<file path="src/rtl/mdec_pkg.sv">
package mdec_pkg;
    typedef enum logic {
        FR_HUNT = 1'b0,
        FR_WORD = 1'b1
    } fr_state_e;

    // sync pulse spans six half-bit samples
    localparam int SYNC_HALVES = 6;
    localparam logic [SYNC_HALVES-1:0] PAT_CMD = 6'b111000;
    localparam logic [SYNC_HALVES-1:0] PAT_DAT = 6'b000111;
endpackage

</file>
<file path="src/rtl/mdec_sync.sv">
module mdec_sync #(
    parameter int W      = 1,
    parameter int STAGES = 2
) (
    input  logic         clk,
    input  logic         rst_n,
    input  logic [W-1:0] d,
    output logic [W-1:0] q
);
    logic [W-1:0] chain_q [STAGES];

    always_ff @(posedge clk or negedge rst_n) begin
        if (!rst_n) begin
            for (int i = 0; i < STAGES; i++) chain_q[i] <= '0;
        end else begin
            chain_q[0] <= d;
            for (int i = 1; i < STAGES; i++) chain_q[i] <= chain_q[i-1];
        end
    end

    assign q = chain_q[STAGES-1];
endmodule

</file>
<file path="src/rtl/mdec_phase.sv">
module mdec_phase #(
    parameter int OVS    = 12,
    parameter int STAGES = 2
) (
    input  logic clk,
    input  logic rst_n,
    input  logic bip_one,
    input  logic bip_zero,
    input  logic uni_in,
    input  logic ext_sel,
    input  logic ext_clk,
    input  logic ext_data,
    output logic hs_vld,
    output logic hs_bit
);
    localparam int HALF = OVS / 2;
    localparam int MID  = HALF / 2;
    localparam int CW   = (HALF > 1) ? $clog2(HALF) : 1;

    logic       line;
    logic [2:0] raw;
    logic [2:0] syn;

    // bipolar: one-line carries level, zero-line is its complement
    // unipolar: zero-line tied high, one-line tied low, level on uni_in
    assign line = bip_one | (bip_zero & uni_in);
    assign raw  = {ext_data, ext_clk, line};

    mdec_sync #(.W(3), .STAGES(STAGES)) u_sync (
        .clk   (clk),
        .rst_n (rst_n),
        .d     (raw),
        .q     (syn)
    );

    typedef struct packed {
        logic          line_p;
        logic          eclk_p;
        logic [CW-1:0] cnt;
    } ph_t;

    ph_t ph_d, ph_q;

    always_comb begin
        ph_d        = ph_q;
        ph_d.line_p = syn[0];
        ph_d.eclk_p = syn[1];
        if (syn[0] != ph_q.line_p) begin
            ph_d.cnt = CW'(1);
        end else if (ph_q.cnt == CW'(HALF - 1)) begin
            ph_d.cnt = '0;
        end else begin
            ph_d.cnt = ph_q.cnt + 1'b1;
        end

        if (ext_sel) begin
            hs_vld = syn[1] & ~ph_q.eclk_p;
            hs_bit = syn[2];
        end else begin
            hs_vld = (ph_q.cnt == CW'(MID));
            hs_bit = syn[0];
        end
    end

    always_ff @(posedge clk or negedge rst_n) begin
        if (!rst_n) ph_q <= '0;
        else        ph_q <= ph_d;
    end
endmodule

</file>
<file path="src/rtl/mdec_framer.sv">
module mdec_framer
    import mdec_pkg::*;
#(
    parameter int DATA_BITS = 16
) (
    input  logic clk,
    input  logic rst_n,
    input  logic hs_vld,
    input  logic hs_bit,
    input  logic par_even,
    output logic take_data,
    output logic take_free,
    output logic ser_data,
    output logic shift_clk,
    output logic cmd_sync,
    output logic data_sync,
    output logic valid_word
);
    localparam int WORD_BITS = DATA_BITS + 1;
    localparam int CW        = $clog2(WORD_BITS + 1);
    localparam logic [CW-1:0] LAST = CW'(WORD_BITS - 1);

    typedef struct packed {
        fr_state_e             st;
        logic [SYNC_HALVES-1:0] hist;
        logic                  first;
        logic                  half;
        logic [CW-1:0]         cnt;
        logic                  par;
        logic                  err;
        logic                  is_cmd;
        logic                  take;
        logic                  cmd_f;
        logic                  dat_f;
        logic                  valid;
        logic                  ser;
        logic                  sclk;
        logic                  free;
    } fr_t;

    fr_t fr_d, fr_q;
    logic [SYNC_HALVES-1:0] hist_n;
    logic                   bad;
    logic                   err_n;
    logic                   par_n;

    always_comb begin
        fr_d      = fr_q;
        fr_d.sclk = 1'b0;
        hist_n    = {fr_q.hist[SYNC_HALVES-2:0], hs_bit};
        bad       = (fr_q.first == hs_bit);
        err_n     = fr_q.err | bad;
        par_n     = fr_q.par ^ fr_q.first;

        if (hs_vld) begin
            fr_d.hist = hist_n;
            fr_d.free = ~fr_q.free;
            unique case (fr_q.st)
                FR_HUNT: begin
                    if (hist_n == PAT_CMD || hist_n == PAT_DAT) begin
                        fr_d.st     = FR_WORD;
                        fr_d.is_cmd = (hist_n == PAT_CMD);
                        fr_d.half   = 1'b0;
                        fr_d.cnt    = '0;
                        fr_d.par    = 1'b0;
                        fr_d.err    = 1'b0;
                        fr_d.valid  = 1'b0;
                    end
                end
                FR_WORD: begin
                    if (!fr_q.half) begin
                        fr_d.first = hs_bit;
                        fr_d.half  = 1'b1;
                    end else begin
                        fr_d.half = 1'b0;
                        if (bad && fr_q.cnt == '0) begin
                            // candidate sync rejected: keep hunting
                            fr_d.st = FR_HUNT;
                        end else begin
                            fr_d.ser  = fr_q.first;
                            fr_d.sclk = 1'b1;
                            fr_d.par  = par_n;
                            fr_d.err  = err_n;
                            fr_d.cnt  = fr_q.cnt + 1'b1;
                            if (fr_q.cnt == CW'(1) && !err_n) begin
                                fr_d.take  = 1'b1;
                                fr_d.cmd_f = fr_q.is_cmd;
                                fr_d.dat_f = ~fr_q.is_cmd;
                            end
                            if (fr_q.cnt == LAST) begin
                                fr_d.take  = 1'b0;
                                fr_d.st    = FR_HUNT;
                                fr_d.valid = ~err_n & (par_n ^ par_even);
                            end
                        end
                    end
                end
                default: fr_d.st = FR_HUNT;
            endcase
        end
    end

    always_ff @(posedge clk or negedge rst_n) begin
        if (!rst_n) fr_q <= '0;
        else        fr_q <= fr_d;
    end

    assign take_data  = fr_q.take;
    assign take_free  = (fr_q.st == FR_WORD) ? fr_q.take : fr_q.free;
    assign ser_data   = fr_q.ser;
    assign shift_clk  = fr_q.sclk;
    assign cmd_sync   = fr_q.cmd_f;
    assign data_sync  = fr_q.dat_f;
    assign valid_word = fr_q.valid;
endmodule

</file>
<file path="src/rtl/mdec_decoder.sv">
module mdec_decoder #(
    parameter int OVS         = 12,
    parameter int DATA_BITS   = 16,
    parameter int SYNC_STAGES = 2
) (
    input  logic clk,
    input  logic rst_n,
    input  logic bip_one,
    input  logic bip_zero,
    input  logic uni_in,
    input  logic par_even,
    input  logic ext_sel,
    input  logic ext_clk,
    input  logic ext_data,
    output logic take_data,
    output logic take_free,
    output logic ser_data,
    output logic shift_clk,
    output logic cmd_sync,
    output logic data_sync,
    output logic valid_word
);
    logic hs_vld;
    logic hs_bit;

    mdec_phase #(.OVS(OVS), .STAGES(SYNC_STAGES)) u_phase (
        .clk      (clk),
        .rst_n    (rst_n),
        .bip_one  (bip_one),
        .bip_zero (bip_zero),
        .uni_in   (uni_in),
        .ext_sel  (ext_sel),
        .ext_clk  (ext_clk),
        .ext_data (ext_data),
        .hs_vld   (hs_vld),
        .hs_bit   (hs_bit)
    );

    mdec_framer #(.DATA_BITS(DATA_BITS)) u_framer (
        .clk        (clk),
        .rst_n      (rst_n),
        .hs_vld     (hs_vld),
        .hs_bit     (hs_bit),
        .par_even   (par_even),
        .take_data  (take_data),
        .take_free  (take_free),
        .ser_data   (ser_data),
        .shift_clk  (shift_clk),
        .cmd_sync   (cmd_sync),
        .data_sync  (data_sync),
        .valid_word (valid_word)
    );
endmodule

</file>
<file path="config.mk">
export PLATFORM = sky130hd
export DESIGN_NAME = mdec_decoder
export DESIGN_NICKNAME = d
export VERILOG_FILES = /design/src/rtl/mdec_pkg.sv /design/src/rtl/mdec_sync.sv /design/src/rtl/mdec_phase.sv /design/src/rtl/mdec_framer.sv /design/src/rtl/mdec_decoder.sv
export SDC_FILE = /design/constraint.sdc
export NUM_CORES = 1
export LEC_CHECK = 0
export BUFFER_PORTS_ARGS = -buffer_cell sky130_fd_sc_hd__buf_2
export CAP_MARGIN = 0
export CELL_PAD_IN_SITES_DETAIL_PLACEMENT = 1
export CELL_PAD_IN_SITES_GLOBAL_PLACEMENT = 2
export CORE_UTILIZATION = 41
export CTS_BUF_LIST = sky130_fd_sc_hd__clkbuf_8
export DETAILED_ROUTE_END_ITERATION = 6
export PLACE_DENSITY_LB_ADDON = 0.1
export SYNTH_ARGS = -nofsm -noshare
export SYNTH_HDL_FRONTEND = slang
export SYNTH_HIERARCHICAL = 1
export SYNTH_SLANG_ARGS = --single-unit
</file>
<file path="constraint.sdc">
create_clock -name clk -period 5.41 [get_ports clk]
set_input_delay 1.3525 -clock clk [delete_from_list [all_inputs] [get_ports clk]]
set_output_delay 1.3525 -clock clk [all_outputs]
set_load 0.01 [all_outputs]
</file>
---- Yosys cells after proc, flatten, opt, wreduce, memory -nomap -nowiden ----
Cells that the tools add are included.
storage, ports and cells
  bits in registers ....................... 34
  input bits .............................. 9
  output and inout bits ................... 7
  word-level logic and storage cells ...... 86
operators by class
  $add $sub $neg .......................... 2
  equality and inequality tests ........... 12
  muxes and demuxes ....................... 24
  bitwise operators ....................... 14
  reduce and logical (&&, ||, !) cells .... 14
operators by type and width
  kind                   count
  $pmux W8 S2            1
  $mux W3                5
  $reduce_and A5 Y1      3
  $mux W7                2
  $mux W1                12
  $mux W9                1
  $reduce_and A4 Y1      2
  $not A1 Y1             7
  $eq A6 B3 Y1 const B   1
  $eq A6 B6 Y1 const B   1
  $ne A2 B2 Y1 const B   3
  $reduce_and A3 Y1      2
  $add A5 B1 Y5 const B  1
  $eq A5 B1 Y1 const B   1
  $eq A5 B5 Y1 const B   1
  $logic_not A5 Y1       1
  $pmux W1 S2            2
  $add A3 B1 Y3 const B  1
  $and A1 B1 Y1          3
  $eq A3 B2 Y1 const B   1
  $eq A3 B3 Y1 const B   1
  $logic_and A1 B1 Y1    2
  $mux W2                1
  $ne A2 B1 Y1 const B   1
  8 further kinds        10

---- Depth between registers and ports, before layout ----
  depth after elaboration ................. 10
  gate-level depth with buffers ........... 9
  depth with buffers taken out ............ 9

---- Modules after synthesis ----
The synthesis kept the hierarchy.
modules (own cells, without submodules)
  module       instances  cells an instance  area an instance (sq um)  seq. area each (sq um)
  mdec_framer  1          106                1,196.1                   575.6
  mdec_phase   1          21                 229.0                     125.1
  mdec_sync    1          9                  172.7                     150.1

---- Least setup slack after synthesis ----
No wires, ideal clock.
  kind .................................... input-to-reg
  start point ............................. input port ext_sel
  end point ............................... register u_framer/fr_q[7] (netlist name)
  library setup time ...................... 0.127 ns
  arrival time ............................ 2.974 ns
  required time ........................... 5.283 ns
  slack ................................... 2.308 ns
  stages .................................. 6
  buffers on the path ..................... 1
  cell sequence ........................... mux2_2 > buf_6 > or4b_4 > o22ai_4 > nand3b_2 > mux2_1
on the way
  cells in the longest elaborated chain, start to end .. 4
  elaborated cells between the ends (all ways) .. 6
  those cells by class .................... eq/ne (2); mux (2); reduce/logical (2)
RTL lines
  element                                       line                                  text
  start: declaration                            mdec_decoder.sv:12                    input logic ext_sel,
  $mux W1                                       mdec_phase.sv:56                      if (ext_sel) begin
  $eq A6 B6 Y1 or $eq A6 B3 Y1 (tied branches)  mdec_framer.sv:60, mdec_framer.sv:62
  $logic_or A1 B1 Y1                            mdec_framer.sv:60                     if (hist_n == PAT_CMD || hist_n == PAT_DAT) begin
  $reduce_and A3 Y1 (no line)                   n/a
  end signal: assignment                        mdec_framer.sv:105                    else fr_q <= fr_d;
  end: declaration                              mdec_framer.sv:41                     fr_t fr_d, fr_q;
Several ways; a longest one is shown, not always the timed one.
A chain may end at the register's enable or synchronous reset.

---- Worst setup path after layout ----
  start point ............................. input port ext_sel
  end point ............................... register u_framer/fr_q[7] (netlist name)
on the way
  cells in the longest elaborated chain, start to end .. 4
  elaborated cells between the ends (all ways) .. 6
  those cells by class .................... eq/ne (2); mux (2); reduce/logical (2)
RTL lines
  element                                       line                                  text
  $mux W1 (*)                                   mdec_phase.sv:56
  via hs_bit                                    mdec_decoder.sv:24                    logic hs_bit;
  $eq A6 B6 Y1 or $eq A6 B3 Y1 (tied branches)  mdec_framer.sv:60, mdec_framer.sv:62
  $logic_or A1 B1 Y1                            mdec_framer.sv:60
  $reduce_and A3 Y1 (no line)                   n/a
Mark *: on every way through the listed nets, which the timed path passes. The rest lies on a longest branch.

==> summary.md <==
| Metric | Value |
|---|---|
| Status | `finished clean` |
| Synth area leaders | `dfrtp_1 53%, mux2_2 7.0%, ha_1 3.1%, inv_1 2.1%, nand3_1 1.9%` |
| WL final | `3080 um` |
| Hold Violations, Final | `0` |
| Main synth FF type | `dfrtp_1` |
| Clock root cell | `clkbuf_8` |
| Post-DP Area | `0.00169 mm2` |
| Vias in the first global route | `1119` |
| Final net count | `164` |
| Via count | `1038` |
| Design Area, Final | `0.00178 mm2` |
| Fraction of layout cells with a size suffix above 1 | `0.276` |
| Area growth syn-to-layout | `11.6%` |
| Non-Filler Instances | `200` |
| Register area | `851 um2` |
| Arrival @ worst endpoint | `3.12 ns` |
| Synth cell count leaders | `34 x dfrtp_1, 10 x mux2_2, 9 x inv_1` |
| Num rows | `22` |
| First-pass GRT wire length | `5390 um` |
| Die ar. | `0.00415 mm2` |
| Final number of setup-violating endpoints | `0` |
| Core area | `0.00369 mm2` |
| Cts bufs inserted | `5` |
| Post-cts sizing count | `0` |
| Fin crit share | `0.547` |
| Syn Nets | `149` |
| Starting Density | `0.433` |
| Ports | `16` |
| DRT Pass-1 Iters | `5` |
| GRT Total Usage | `0.179` |
| CTS H-tree depth | `2` |
| Initial antenna violation count | `0` |
| CP max FO | `8` |
| Max-cap violations | `0` |
| Peak VDD IR | `166 uV` |
| DRC Markers | `0` |
| FF-to-FF setup slack | `3.21 ns` |
| WS Path Type | `input pin to register` |
| DR WL/cell | `15.4 um` |
| Async S/R FF share, synth | `1.00` |
| Vias per cell | `5.19` |
| Port bufs | `15` |
| Worst Setup Start Kind | `input pin` |
| Worst slew margin | `0.503` |
| Cells after DPL | `192` |
| Die height | `64.4 um` |
| Tmin final | `2.96 ns` |
| CTS tree | `built` |
| Leak pwr | `0.839 nW` |
| Worst Max-Slew Pin Slew | `0.746 ns` |
| Unique masters post-synth | `46` |
| TNS Setup | `0 ns` |
| Synthesized flop and latch total | `34` |
| Final HPWL DP | `2180 um` |
| Detail Route Antenna Nets | `0` |
| N_diodes | `0` |
| TritonCTS Sinks | `34` |
| Count leader, synth | `dfrtp_1` |
| Hold-fix buffers at CTS | `0` |
| Routability congestion estimate | `0.764` |
| Multi-input logic area | `664 um2` |
| Fmax | `338 MHz` |
| Area of the mapped netlist | `0.00160 mm2` |
| Hold Path Class | `register to register` |
| Avg Cell Area, Syn | `11.7 um2` |
| Number of flops mapped to enable cells by yosys | `0` |
| Clock latency at the later pin of the worst-skew pair | `0.29 ns` |
| Setup bufs post-CTS | `0` |
| Pre-CTS WS | `2.15 ns` |
| Ys Warns | `6` |
| Synth top area share | `0.532` |
| Pwr Density | `473 mW/mm2` |
| Setup WS post-layout | `2.45 ns` |
| CP Capture Type | `register` |
| Pins Over Slew Limit | `0` |
| Global route overflow | `0` |
| Fill cells | `397` |
| Synth Instances | `136` |
| Post-synth top area cell | `dfrtp_1` |
| Die W | `64.4 um` |
| Sequential fraction of the synthesis area | `0.532` |
| Clk slew on worst S/H paths | `0.07 ns` |
| Skew final | `0.00605 ns` |
| Clock buffer depth | `2` |
| DRC marker count from the first detailed-route iteration | `62` |
| Largest net degree at the start of global routing | `35` |
| CP required | `5.57 ns` |
| RSZ-0062 raised after global routing | `false` |
report_power, final:
| part | internal (mW) | switching, mW |
|---|---|---|
| logic | 0.124 | 0.113 |
| registers | 0.323 | 0.0919 |
| clock network | 0.101 | 0.0902 |
registers in the layout, summed over array words and instances (netlist names):
register / count
u_phase/u_sync/q: 3
u_framer/take_data: 1
u_framer/ser_data: 1
u_framer/shift_clk: 1
u_framer/data_sync: 1
u_phase/u_sync/chain_q: 3
u_framer/cmd_sync: 1
u_phase/ph_q: 5
u_framer/valid_word: 1
u_framer/fr_q: 17
worst max-delay path: stages:
cell	delay, ns
buf_2	0.10
mux2_2	0.40
or4b_4	0.58
o22ai_4	0.23
nand3b_2	0.13
mux2_1	0.33
stage by stage:
step	hold slack, ns	total power, mW	utilization
floorplan	0.331	0.588	-
global placement	0.335	0.646	0.459
detailed placement	0.340	0.660	0.459
CTS	0.356	0.854	0.483
global route	0.362	0.908	0.483
finish	0.354	0.843	0.483
per-layer routing:
metal,track usage,wire length [um],part of all wire,vias to the layer above
met5,0,0,0,-
met4,0.0750,50,0.016,0
met3,0.0581,110,0.036,5
met2,0.280,1500,0.49,16
met1,0.227,1420,0.46,511
li1,-,-,-,506
placed cells by master, fill, tap and decap left out, types with 4 or more instances in the layout:
cell type / instances
inv_1: 10
buf_2: 15
clkbuf_8: 6
nor2_1: 4
nand2_1: 8
ha_1: 4
nand3_1: 6
dfrtp_1: 34
mux2_2: 10
path summary, 6_finish.rpt:
kind | from | to | depth (start not counted)
max in group asynchronous | rst_n | u_phase/ph_q[3]$_DFF_PN0_ | 1
min in group asynchronous | rst_n | u_phase/ph_q[0]$_DFF_PN0_ | 1
hold reg to reg | u_phase/u_sync/chain_q[4]$_DFF_PN0_ | u_phase/u_sync/q[1]$_DFF_PN0_ | 0
setup / recovery | ext_sel | u_framer/fr_q[7]$_DFFE_PN0P_ | 6
hold / removal | u_phase/u_sync/chain_q[4]$_DFF_PN0_ | u_phase/u_sync/q[1]$_DFF_PN0_ | 0
setup reg to reg | u_framer/fr_q[10]$_DFFE_PN0P_ | u_framer/fr_q[9]$_DFFE_PN0P_ | 6
kinds of logic (layout without fill, tap and decap cells):
group / after synthesis / in the layout / synth area share
compound gates: 24 / 24 / 0.121
xor+xnor: 5 / 5 / 0.0274
fa+ha+maj: 4 / 4 / 0.0313
buf+inv: 17 / 33 / 0.0517
flops: 34 / 34 / 0.533
mux: 13 / 13 / 0.0901
simple gates: 39 / 39 / 0.146
area by class of cell:
class / count / share of cell area
clock buffer: 6 / 0.0463
timing repair buffer: 16 / 0.0463
sequential: 34 / 0.477
tap: 48 / 0.0337
clock inverter: 2 / 0.00491
multi-input combinational: 85 / 0.373
inverter: 9 / 0.0189
Note: power is estimated with default switching activity, not from simulation.
